$ cat src/rtl/blit_pkg.sv
package blit_pkg;

  typedef enum logic [2:0] {
    OP_COPY  = 3'd0,
    OP_AND   = 3'd1,
    OP_OR    = 3'd2,
    OP_XOR   = 3'd3,
    OP_ADD   = 3'd4,
    OP_SUB   = 3'd5,
    OP_NOTA  = 3'd6,
    OP_PASSB = 3'd7
  } blit_op_e;

  typedef enum logic [2:0] {
    ST_IDLE,
    ST_RDA,
    ST_RDB,
    ST_CALC,
    ST_WR
  } blit_state_e;

  localparam logic [2:0] REG_SRCA = 3'd0;
  localparam logic [2:0] REG_SRCB = 3'd1;
  localparam logic [2:0] REG_DST  = 3'd2;
  localparam logic [2:0] REG_LEN  = 3'd3;
  localparam logic [2:0] REG_CTRL = 3'd4;
  localparam logic [2:0] REG_ICLR = 3'd5;

  localparam int CTRL_DUAL  = 5;
  localparam int CTRL_START = 15;

endpackage

$ cat src/rtl/blit_alu.sv
module blit_alu
  import blit_pkg::*;
#(
  parameter int DW = 8
) (
  input  blit_op_e          op,
  input  logic [DW-1:0]     a,
  input  logic [DW-1:0]     b,
  input  logic              cin,
  output logic [DW-1:0]     res,
  output logic              cout
);

  logic [DW:0] sum;
  logic [DW:0] dif;

  always_comb begin
    sum  = {1'b0, a} + {1'b0, b} + {{DW{1'b0}}, cin};
    dif  = {1'b0, a} - {1'b0, b} - {{DW{1'b0}}, cin};
    cout = 1'b0;
    case (op)
      OP_COPY:  res = a;
      OP_AND:   res = a & b;
      OP_OR:    res = a | b;
      OP_XOR:   res = a ^ b;
      OP_ADD:   begin res = sum[DW-1:0]; cout = sum[DW]; end
      OP_SUB:   begin res = dif[DW-1:0]; cout = dif[DW]; end
      OP_NOTA:  res = ~a;
      default:  res = b;
    endcase
  end

endmodule

$ cat src/rtl/blit_regs.sv
module blit_regs
  import blit_pkg::*;
#(
  parameter int ADDR_W = 16,
  parameter int LEN_W  = 16
) (
  input  logic              clk,
  input  logic              rst,
  input  logic              cfg_we,
  input  logic [2:0]        cfg_addr,
  input  logic [15:0]       cfg_wdata,
  input  logic              busy,
  input  logic              done,
  output logic [ADDR_W-1:0] src_a,
  output logic [ADDR_W-1:0] src_b,
  output logic [ADDR_W-1:0] dst,
  output logic [LEN_W-1:0]  len,
  output blit_op_e          op,
  output logic [1:0]        lane,
  output logic              dual,
  output logic              start,
  output logic              irq
);

  logic ctrl_wr;
  logic clr_wr;
  logic unused_bits;

  assign ctrl_wr     = cfg_we && (cfg_addr == REG_CTRL) && !busy;
  assign clr_wr      = cfg_we && (cfg_addr == REG_ICLR);
  assign unused_bits = ^cfg_wdata[14:6];

  always_ff @(posedge clk) begin
    if (rst) begin
      src_a <= '0;
      src_b <= '0;
      dst   <= '0;
      len   <= '0;
      op    <= OP_COPY;
      lane  <= 2'd0;
      dual  <= 1'b0;
      start <= 1'b0;
      irq   <= 1'b0;
    end else begin
      start <= ctrl_wr && cfg_wdata[CTRL_START];
      if (cfg_we && cfg_addr == REG_SRCA) src_a <= cfg_wdata[ADDR_W-1:0];
      if (cfg_we && cfg_addr == REG_SRCB) src_b <= cfg_wdata[ADDR_W-1:0];
      if (cfg_we && cfg_addr == REG_DST)  dst   <= cfg_wdata[ADDR_W-1:0];
      if (cfg_we && cfg_addr == REG_LEN)  len   <= cfg_wdata[LEN_W-1:0];
      if (ctrl_wr) begin
        op   <= blit_op_e'(cfg_wdata[2:0]);
        lane <= cfg_wdata[4:3];
        dual <= cfg_wdata[CTRL_DUAL];
      end
      if (done)        irq <= 1'b1;
      else if (clr_wr) irq <= 1'b0;
    end
  end

  // the flag only drops on a clear write
  a_r9_irq_sticky: assert property (@(posedge clk) disable iff (rst)
    irq && !clr_wr |=> irq);

  // the flag only rises at the end of a running job
  a_r9_irq_after_job: assert property (@(posedge clk) disable iff (rst)
    !irq && !done |=> !irq);

endmodule

$ cat src/rtl/blit_seq.sv
module blit_seq
  import blit_pkg::*;
#(
  parameter int ADDR_W = 16,
  parameter int DW     = 8,
  parameter int LEN_W  = 16
) (
  input  logic              clk,
  input  logic              rst,
  input  logic              start,
  input  logic [ADDR_W-1:0] src_a,
  input  logic [ADDR_W-1:0] src_b,
  input  logic [ADDR_W-1:0] dst,
  input  logic [LEN_W-1:0]  len,
  input  blit_op_e          op,
  input  logic [1:0]        lane,
  input  logic              dual,
  output logic              busy,
  output logic              done,
  output logic              mem_req,
  output logic              mem_we,
  output logic [ADDR_W-1:0] mem_addr,
  output logic [DW-1:0]     mem_wdata,
  input  logic              mem_gnt,
  input  logic [DW-1:0]     mem_rdata
);

  localparam int CNT_W = LEN_W + 1;
  localparam logic [CNT_W-1:0] FULL_RUN = {1'b1, {LEN_W{1'b0}}};

  blit_state_e       state;
  logic [ADDR_W-1:0] pa, pb, pd;
  logic [CNT_W-1:0]  remain;
  logic [2:0]        idx;
  logic [2:0]        lane_mask;
  logic              lane_end;
  logic              carry;
  logic              rd_vld;
  logic [DW-1:0]     a_hold;
  blit_op_e          op_q;
  logic [1:0]        lane_q;
  logic              dual_q;
  logic [DW-1:0]     alu_a, alu_b, alu_res;
  logic              alu_cout;

  assign busy      = (state != ST_IDLE);
  assign lane_mask = (3'b001 << lane_q) - 3'd1;
  assign lane_end  = (lane_q != 2'd0) && ((idx & lane_mask) == lane_mask);
  assign alu_a     = dual_q ? a_hold : mem_rdata;
  assign alu_b     = dual_q ? mem_rdata : '0;

  blit_alu #(.DW(DW)) i_alu (
    .op   (op_q),
    .a    (alu_a),
    .b    (alu_b),
    .cin  (carry),
    .res  (alu_res),
    .cout (alu_cout)
  );

  always_ff @(posedge clk) begin
    if (rst) begin
      state     <= ST_IDLE;
      pa        <= '0;
      pb        <= '0;
      pd        <= '0;
      remain    <= '0;
      idx       <= '0;
      carry     <= 1'b0;
      rd_vld    <= 1'b0;
      a_hold    <= '0;
      op_q      <= OP_COPY;
      lane_q    <= 2'd0;
      dual_q    <= 1'b0;
      done      <= 1'b0;
      mem_req   <= 1'b0;
      mem_we    <= 1'b0;
      mem_addr  <= '0;
      mem_wdata <= '0;
    end else begin
      done   <= 1'b0;
      rd_vld <= 1'b0;
      case (state)
        ST_IDLE: if (start) begin
          pa       <= src_a;
          pb       <= src_b;
          pd       <= dst;
          remain   <= (len == '0) ? FULL_RUN : {1'b0, len};
          idx      <= '0;
          carry    <= 1'b0;
          op_q     <= op;
          lane_q   <= lane;
          dual_q   <= dual;
          state    <= ST_RDA;
          mem_req  <= 1'b1;
          mem_we   <= 1'b0;
          mem_addr <= src_a;
        end
        ST_RDA: if (mem_gnt) begin
          pa     <= pa + 1'b1;
          rd_vld <= 1'b1;
          if (dual_q) begin
            state    <= ST_RDB;
            mem_addr <= pb;
          end else begin
            state   <= ST_CALC;
            mem_req <= 1'b0;
          end
        end
        ST_RDB: begin
          if (rd_vld) a_hold <= mem_rdata;
          if (mem_gnt) begin
            pb      <= pb + 1'b1;
            rd_vld  <= 1'b1;
            state   <= ST_CALC;
            mem_req <= 1'b0;
          end
        end
        ST_CALC: begin
          mem_wdata <= alu_res;
          carry     <= lane_end ? 1'b0 : alu_cout;
          idx       <= idx + 3'd1;
          state     <= ST_WR;
          mem_req   <= 1'b1;
          mem_we    <= 1'b1;
          mem_addr  <= pd;
        end
        ST_WR: if (mem_gnt) begin
          pd     <= pd + 1'b1;
          remain <= remain - 1'b1;
          mem_we <= 1'b0;
          if (remain == {{(CNT_W-1){1'b0}}, 1'b1}) begin
            state   <= ST_IDLE;
            mem_req <= 1'b0;
            done    <= 1'b1;
          end else begin
            state    <= ST_RDA;
            mem_addr <= pa;
          end
        end
        default: state <= ST_IDLE;
      endcase
    end
  end

  // a stalled request is held unchanged
  a_r6_stall_hold: assert property (@(posedge clk) disable iff (rst)
    mem_req && !mem_gnt |=> mem_req && $stable(mem_we) && $stable(mem_addr) && $stable(mem_wdata));

  // a granted write is followed by a read request or by idle
  a_r5_no_double_write: assert property (@(posedge clk) disable iff (rst)
    mem_req && mem_we && mem_gnt |=> !mem_we);

  // job settings do not move while a job runs
  a_r10_settings_frozen: assert property (@(posedge clk) disable iff (rst)
    busy && $past(busy) |-> $stable(op_q) && $stable(dual_q) && $stable(lane_q));

  // no request while idle
  a_r1_idle_quiet: assert property (@(posedge clk) disable iff (rst)
    !busy |-> !mem_req);

endmodule

$ cat src/rtl/blit_engine.sv
module blit_engine
  import blit_pkg::*;
#(
  parameter int ADDR_W = 16,
  parameter int DW     = 8,
  parameter int LEN_W  = 16
) (
  input  logic              clk,
  input  logic              rst,
  input  logic              cfg_we,
  input  logic [2:0]        cfg_addr,
  input  logic [15:0]       cfg_wdata,
  output logic              busy,
  output logic              irq,
  output logic              mem_req,
  output logic              mem_we,
  output logic [ADDR_W-1:0] mem_addr,
  output logic [DW-1:0]     mem_wdata,
  input  logic              mem_gnt,
  input  logic [DW-1:0]     mem_rdata
);

  logic [ADDR_W-1:0] src_a, src_b, dst;
  logic [LEN_W-1:0]  len;
  blit_op_e          op;
  logic [1:0]        lane;
  logic              dual;
  logic              start;
  logic              done;

  blit_regs #(.ADDR_W(ADDR_W), .LEN_W(LEN_W)) i_regs (
    .clk       (clk),
    .rst       (rst),
    .cfg_we    (cfg_we),
    .cfg_addr  (cfg_addr),
    .cfg_wdata (cfg_wdata),
    .busy      (busy),
    .done      (done),
    .src_a     (src_a),
    .src_b     (src_b),
    .dst       (dst),
    .len       (len),
    .op        (op),
    .lane      (lane),
    .dual      (dual),
    .start     (start),
    .irq       (irq)
  );

  blit_seq #(.ADDR_W(ADDR_W), .DW(DW), .LEN_W(LEN_W)) i_seq (
    .clk       (clk),
    .rst       (rst),
    .start     (start),
    .src_a     (src_a),
    .src_b     (src_b),
    .dst       (dst),
    .len       (len),
    .op        (op),
    .lane      (lane),
    .dual      (dual),
    .busy      (busy),
    .done      (done),
    .mem_req   (mem_req),
    .mem_we    (mem_we),
    .mem_addr  (mem_addr),
    .mem_wdata (mem_wdata),
    .mem_gnt   (mem_gnt),
    .mem_rdata (mem_rdata)
  );

endmodule

$ cat config.mk
export PLATFORM = sky130hd
export DESIGN_NAME = blit_engine
export DESIGN_NICKNAME = d
export VERILOG_FILES = /design/src/rtl/blit_pkg.sv /design/src/rtl/blit_alu.sv /design/src/rtl/blit_regs.sv /design/src/rtl/blit_seq.sv /design/src/rtl/blit_engine.sv
export SDC_FILE = /design/constraint.sdc
export NUM_CORES = 1
export LEC_CHECK = 0
export BUFFER_PORTS_ARGS = -buffer_cell sky130_fd_sc_hd__buf_4
export CAP_MARGIN = 20
export CORE_ASPECT_RATIO = 1.5
export CORE_MARGIN = 2
export CORE_UTILIZATION = 40
export CTS_CLUSTER_DIAMETER = 80
export DETAILED_ROUTE_END_ITERATION = 8
export PLACE_DENSITY_LB_ADDON = 0.12
export SETUP_SLACK_MARGIN = 0.2
export SLEW_MARGIN = 10
export SYNTH_ARGS = -nofsm -noshare
export SYNTH_HDL_FRONTEND = slang
export SYNTH_SLANG_ARGS = --single-unit
$ cat constraint.sdc
create_clock -name clk -period 3.25 [get_ports clk]
set_input_delay 0.4875 -clock clk [delete_from_list [all_inputs] [get_ports clk]]
set_output_delay 0.4875 -clock clk [all_outputs]
set_load 0.005 [all_outputs]
After elaboration in Yosys (flattened, before gate mapping):

Index checks and enable logic that the tools add are counted.

* flip-flop bits (word level): 186
* latch bits: 0
* RAM bits: 0
* ROM bits: 0
* bits of input ports: 31
* word-level logic and storage cells: 153
* memories: 0

* add/subtract/negate cells: 10
* multiply operators: 0
* div/mod/pow operators: 0
* order comparisons: 0
* equality and inequality tests: 25
* shift-type cells: 1
* multiplexer cells: 46
* bitwise logic cells: 8
* reduce and logical (&&, ||, !) cells: 37

Operators by type and width (count)
* 16-bit two-way mux: 10
* 16-bit one-hot mux with 2 select lines: 3
* 16-bit one-hot mux with 4 select lines: 1
* 8-bit one-hot mux with 7 select lines: 1
* 17-bit two-way mux: 3
* 16-bit by 1-bit adder with 16-bit output (second input constant): 3
* 17-bit one-hot mux with 2 select lines: 1
* 3-bit by 2-bit equality test with 1-bit output (second input constant): 6
* 3-bit equality test (second input constant): 6
* 17-bit by 1-bit equality test with 1-bit output (second input constant): 1
* 17-bit by 1-bit subtractor with 17-bit output (second input constant): 1
* 16-bit zero test: 1
* 8-bit two-way mux: 2
* 3-bit two-way mux: 5
* 3-bit one-hot mux with 5 select lines: 1
* 1-bit two-way mux: 14
* 2-bit != test (second input constant): 6
* 3-bit AND reduction: 4
* 2-bit nonzero test: 6
* 8-bit by 8-bit adder with 9-bit output: 1
* 9-bit by 1-bit adder with 9-bit output: 1
* 3-bit by 1-bit equality test with 1-bit output (second input constant): 3
* 1-bit logical AND: 9
* 3-bit zero test: 3
* 27 further kinds: 35

Logic depth before layout (Yosys ltp):

* depth after elaboration: 7
* mapped depth: 14
* mapped depth without buffers: 12

By module:

From an unflattened synthesis, not the netlist that was laid out.

* cell total of the unflattened synthesis: 1383
* area, all modules: 10675.2 um^2

By module, submodules not included
* blit_seq: times used 1, cells an instance 855, area each 6556.3 um^2, seq. area each 2282.2 um^2
* blit_regs: times used 1, cells an instance 322, area each 2643.8 um^2, seq. area each 1441.4 um^2
* blit_alu: times used 1, cells an instance 206, area each 1475.2 um^2, seq. area each 0.0 um^2

Worst setup path before layout:

No wires, ideal clock.

* path kind: flip-flop to flip-flop
* start: reg i_seq.dual_q
* end: reg i_seq.mem_wdata[5]
* library setup time: 0.132 ns
* data arrival time: 2.725 ns
* slack: 0.392 ns
* stages on the path, launching flop included: 13
* path buffers: 3
* cell sequence: dfxtp_1 > buf_6 > buf_4 > clkbuf_1 > nand2_1 > ha_1 > ha_1 > nand2_1 > o221ai_2 > or3_1 > and3_1 > o311ai_1 > a21oi_1

* longest elaborated chain between the ends: 4
* elaborated cells between the ends (all ways): 11
* classes of those cells: add/sub (4); mux (3); bitwise (4)

Ends and longest elaborated chain
* from (decl): line blit_seq.sv:42 `logic dual_q;`
* from (signal assigned): line blit_seq.sv:93 `dual_q <= dual;`
* 8-bit two-way mux (on tied branches): line blit_seq.sv:49, blit_seq.sv:50
* 8-bit by 8-bit subtractor with 9-bit output / 8-bit by 8-bit adder with 9-bit output (equally long branches): line blit_alu.sv:19, blit_alu.sv:18
* 9-bit by 1-bit subtractor with 9-bit output / 9-bit by 1-bit adder with 9-bit output (equally long branches): line blit_alu.sv:19, blit_alu.sv:18
* 8-bit one-hot mux with 7 select lines (*): line blit_alu.sv:21 `case (op)`
* to (signal assigned): line blit_seq.sv:120 `mem_wdata <= alu_res;`
* to (decl): line blit_seq.sv:23 `output logic [DW-1:0] mem_wdata,`

Every way passes the cells marked *; elsewhere a longest branch is shown, timed or not.
A chain may end at the register's enable or synchronous reset.

Worst setup path after layout:

Ends and elaborated chain as after synthesis.

==> results.cfg <==
[yosys]
synthAdderAreaFrac_pct = 4.60
syn-cell-area_sq_um = 10400
synthFlopType = dfxtp_1
yosys.area_share.xor_xnor_pct = 1.01
synth_compound_area_share_pct = 23.8
synth.ff_latch_count = 186
synth.area.top_cells = dfxtp_1, nand2_1, a21oi_1, nor2_1, ha_1
yosys_warnings = 0
yosys-top-cells-count = nand2_1, dfxtp_1, a21oi_1
synth_area_leader_cell = dfxtp_1
synth_top_area_share_pct = 35.8
ys_types = 73
yosysMostFrequentCell = nand2_1
synthSimpleGateAreaFrac_pct = 24.6
synth_edf_count = 0
ys_seq_area_share_pct = 35.8
syn_nets = 1455
synth_top_family_by_area = simple AND/OR/NAND/NOR gates
syn_area_per_cell_sq_um = 7.49
async_flop_share_pct = 0
synthMuxAreaShare_pct = 4.91
syn_inst = 1387

[finish]
fin_nets = 1457
diodes = 0
final_area_sq_um = 11700
final_core_util_pct = 45.6
stdcell_count = 1735
drive_gt1_share_pct = 10.6
syn_to_final_growth_pct = 12.7

[setup_path]
r2r-start = i_seq.dual_q
cp_top_family = adder cells
r2r-end = i_seq.mem_wdata[5]
r2r_cells = 10
critPathRequiredTime_ns = 3.56
cp-end-kind = flop
path_class = reg -> reg
critPathBufInv = 1
cpMaxStageDelayCell = dfxtp_2
cp_slowest_stage_delay_ns = 0.42
path_cells = buf_6 > mux2i_2 > ha_2 > ha_1 > nand2_1 > o221ai_2 > or3_1 > and3_1 > o311ai_1 > a21oi_1
crit_fanout = 12
worst-r2r-setup-slack_ns = 0.39
startpoint_type = flop
crit_arrival_ns = 3.17

[routing]
wl_met2_um = 16200
ant_nets = 0
post_drt_via_cell_ratio = 5.68
wl_met3_um = 1070
drt_pass1_iterations = 5
vias = 9853
top_layer = met4
drt-total-wl_um = 32400
route.detailed.drc = 0
routedWlPerCell_um = 18.7
drt-initial-drc-count = 603
wl_met1_um = 14400

[die]
die_area_sq_um = 27300
ios = 59
die_w_um = 136
fp-row-count = 72
coreArea_sq_um = 25700
initial_core_util_pct = 40.5
die_h_um = 201

[cts]
cts_root_buf = clkbuf_16
ctsResizeCount = 0
path_clk_slew_ns = 0.07
clk_latency_ns = 0.45
post_cts_buffers = 0
cts_made_buffers = 17
cts_tree = done
hold_buffers = 0
htree_levels = 4
cts.sinks = 186
cts.path.max_buffers = 2

[hold_path]
worstHoldStart = mem_rdata[6]
holdPathStages = 3
hp-class = in -> reg
min_to = i_seq.a_hold[6]

[global_routing]
grt_max_degree = 98
antenna_found_initial = 0
overflow = 0
grt_usage_pct = 24.2
grt_pass1_vias = 9471
grt_pass1_wl_um = 51900

[pwr]
p_leak_nw = 4.18
vdd_drop_max_uv = 407
pwr_density_cell_nw_per_um2 = 428
power_mw = 5.01

[timing]
tns_ns = 0
setup_viol = 0
tightest_slew_ns = 0.830
relSlewSlack_pct = 44.2
period_share_pct = 87.9
drv_slew = 0
fmaxAchievable_mhz = 350
fin_crit_ns = 2.86
rsz0062_at_grt = false
hold_viol_final = 0
skew_ns = 0.00855

[place]
place_congestion = 0.886
placement.io_buffers = 58
dpl_cell_area_sq_um = 11000
hpwl_um = 23000
dp.cells = 1703

[outcome]
outcome = finished clean

[run]
cap_violations = 0
## layout by cell type, fill, tap and decap left out, types with 7 or more instances in the layout
cell,n
a311oi_1,10
o22ai_1,25
mux2_2,12
clkbuf_16,17
o21ai_0,83
nand2b_1,25
inv_1,33
a211oi_1,31
buf_4,81
a21oi_1,166
nor3_1,27
nand2_1,268
nor2_1,118
a22oi_1,13
nor4_1,10
or3_1,7
nand4_1,15
xnor2_1,7
nand3_1,26
nor2b_1,8
mux2i_1,33
a21o_1,9
ha_1,34
a31oi_1,8
dfxtp_1,185
and3_1,15
and2_1,8
## routing by layer
layer | global-route usage (%) | vias up
li1 | - | 4906
met1 | 30.4 | 4697
met2 | 41.9 | 202
met3 | 3.78 | 48
met4 | 8.11 | 0
met5 | 0 | -
## sequential cells by signal, summed over array words and instances, names as in the netlist, 8 cells and up
signal	count
i_regs.dst	16
i_regs.len	16
i_regs.src_a	16
i_regs.src_b	16
i_seq.a_hold	8
i_seq.mem_addr	16
i_seq.mem_wdata	8
i_seq.pa	16
i_seq.pb	16
i_seq.pd	16
i_seq.remain	17
## power by group
group | internal [mW] | switching, mW
clock | 1.38 | 0.945
sequential | 2.31 | 0.0254
combinational | 0.125 | 0.227
## per-stage QoR
stage / worst slack, ns / hold WS [ns]
5_1_grt: 0.203 / 0.291
3_5_place_dp: 0.233 / 0.435
2_1_floorplan: 0.392 / 0.413
4_1_cts: 0.238 / 0.264
6_report: 0.394 / 0.297
3_3_place_gp: 0.298 / 0.424
## worst max path at each step
stage / start / to / slack, ns / cells past startpoint
6_report: i_seq.dual_q / i_seq.mem_wdata[5] / 0.39 / 10
5_1_grt: i_seq.dual_q / i_seq.mem_wdata[5] / 0.20 / 10
4_1_cts: i_seq.dual_q / i_seq.mem_wdata[5] / 0.24 / 10
3_5_place_dp: mem_rdata[0] / i_seq.mem_wdata[5] / 0.23 / 12
3_3_place_gp: mem_rdata[0] / i_seq.mem_wdata[5] / 0.30 / 12
2_1_floorplan: i_seq.dual_q / i_seq.mem_wdata[5] / 0.39 / 12
## layout make-up
type	count	area, sq um
inverter	34	129
sequential	186	3720
timing repair buffer	84	651
clock inverter	12	196
fill	2690	14000
clock buffer	20	447
multi-input combinational	1066	6140
tap	333	417
## tightest hold or removal path: cells and delay by family
| family | cells | cell delay [ns] |
|---|---|---|
| buffers and inverters | 1 | 0.12 |
| and+or+nand+nor | 1 | 0.05 |
| AOI/OAI and AO/OA | 1 | 0.05 |
## cell families after synthesis
kind of cell	Yosys count
AOI/OAI and AO/OA	406
xor gates and xnor gates	12
adders and majority gates	37
buffers and inverters	135
DFF	186
muxes	49
and+or+nand+nor	562
(Power assumes the default switching activity.)
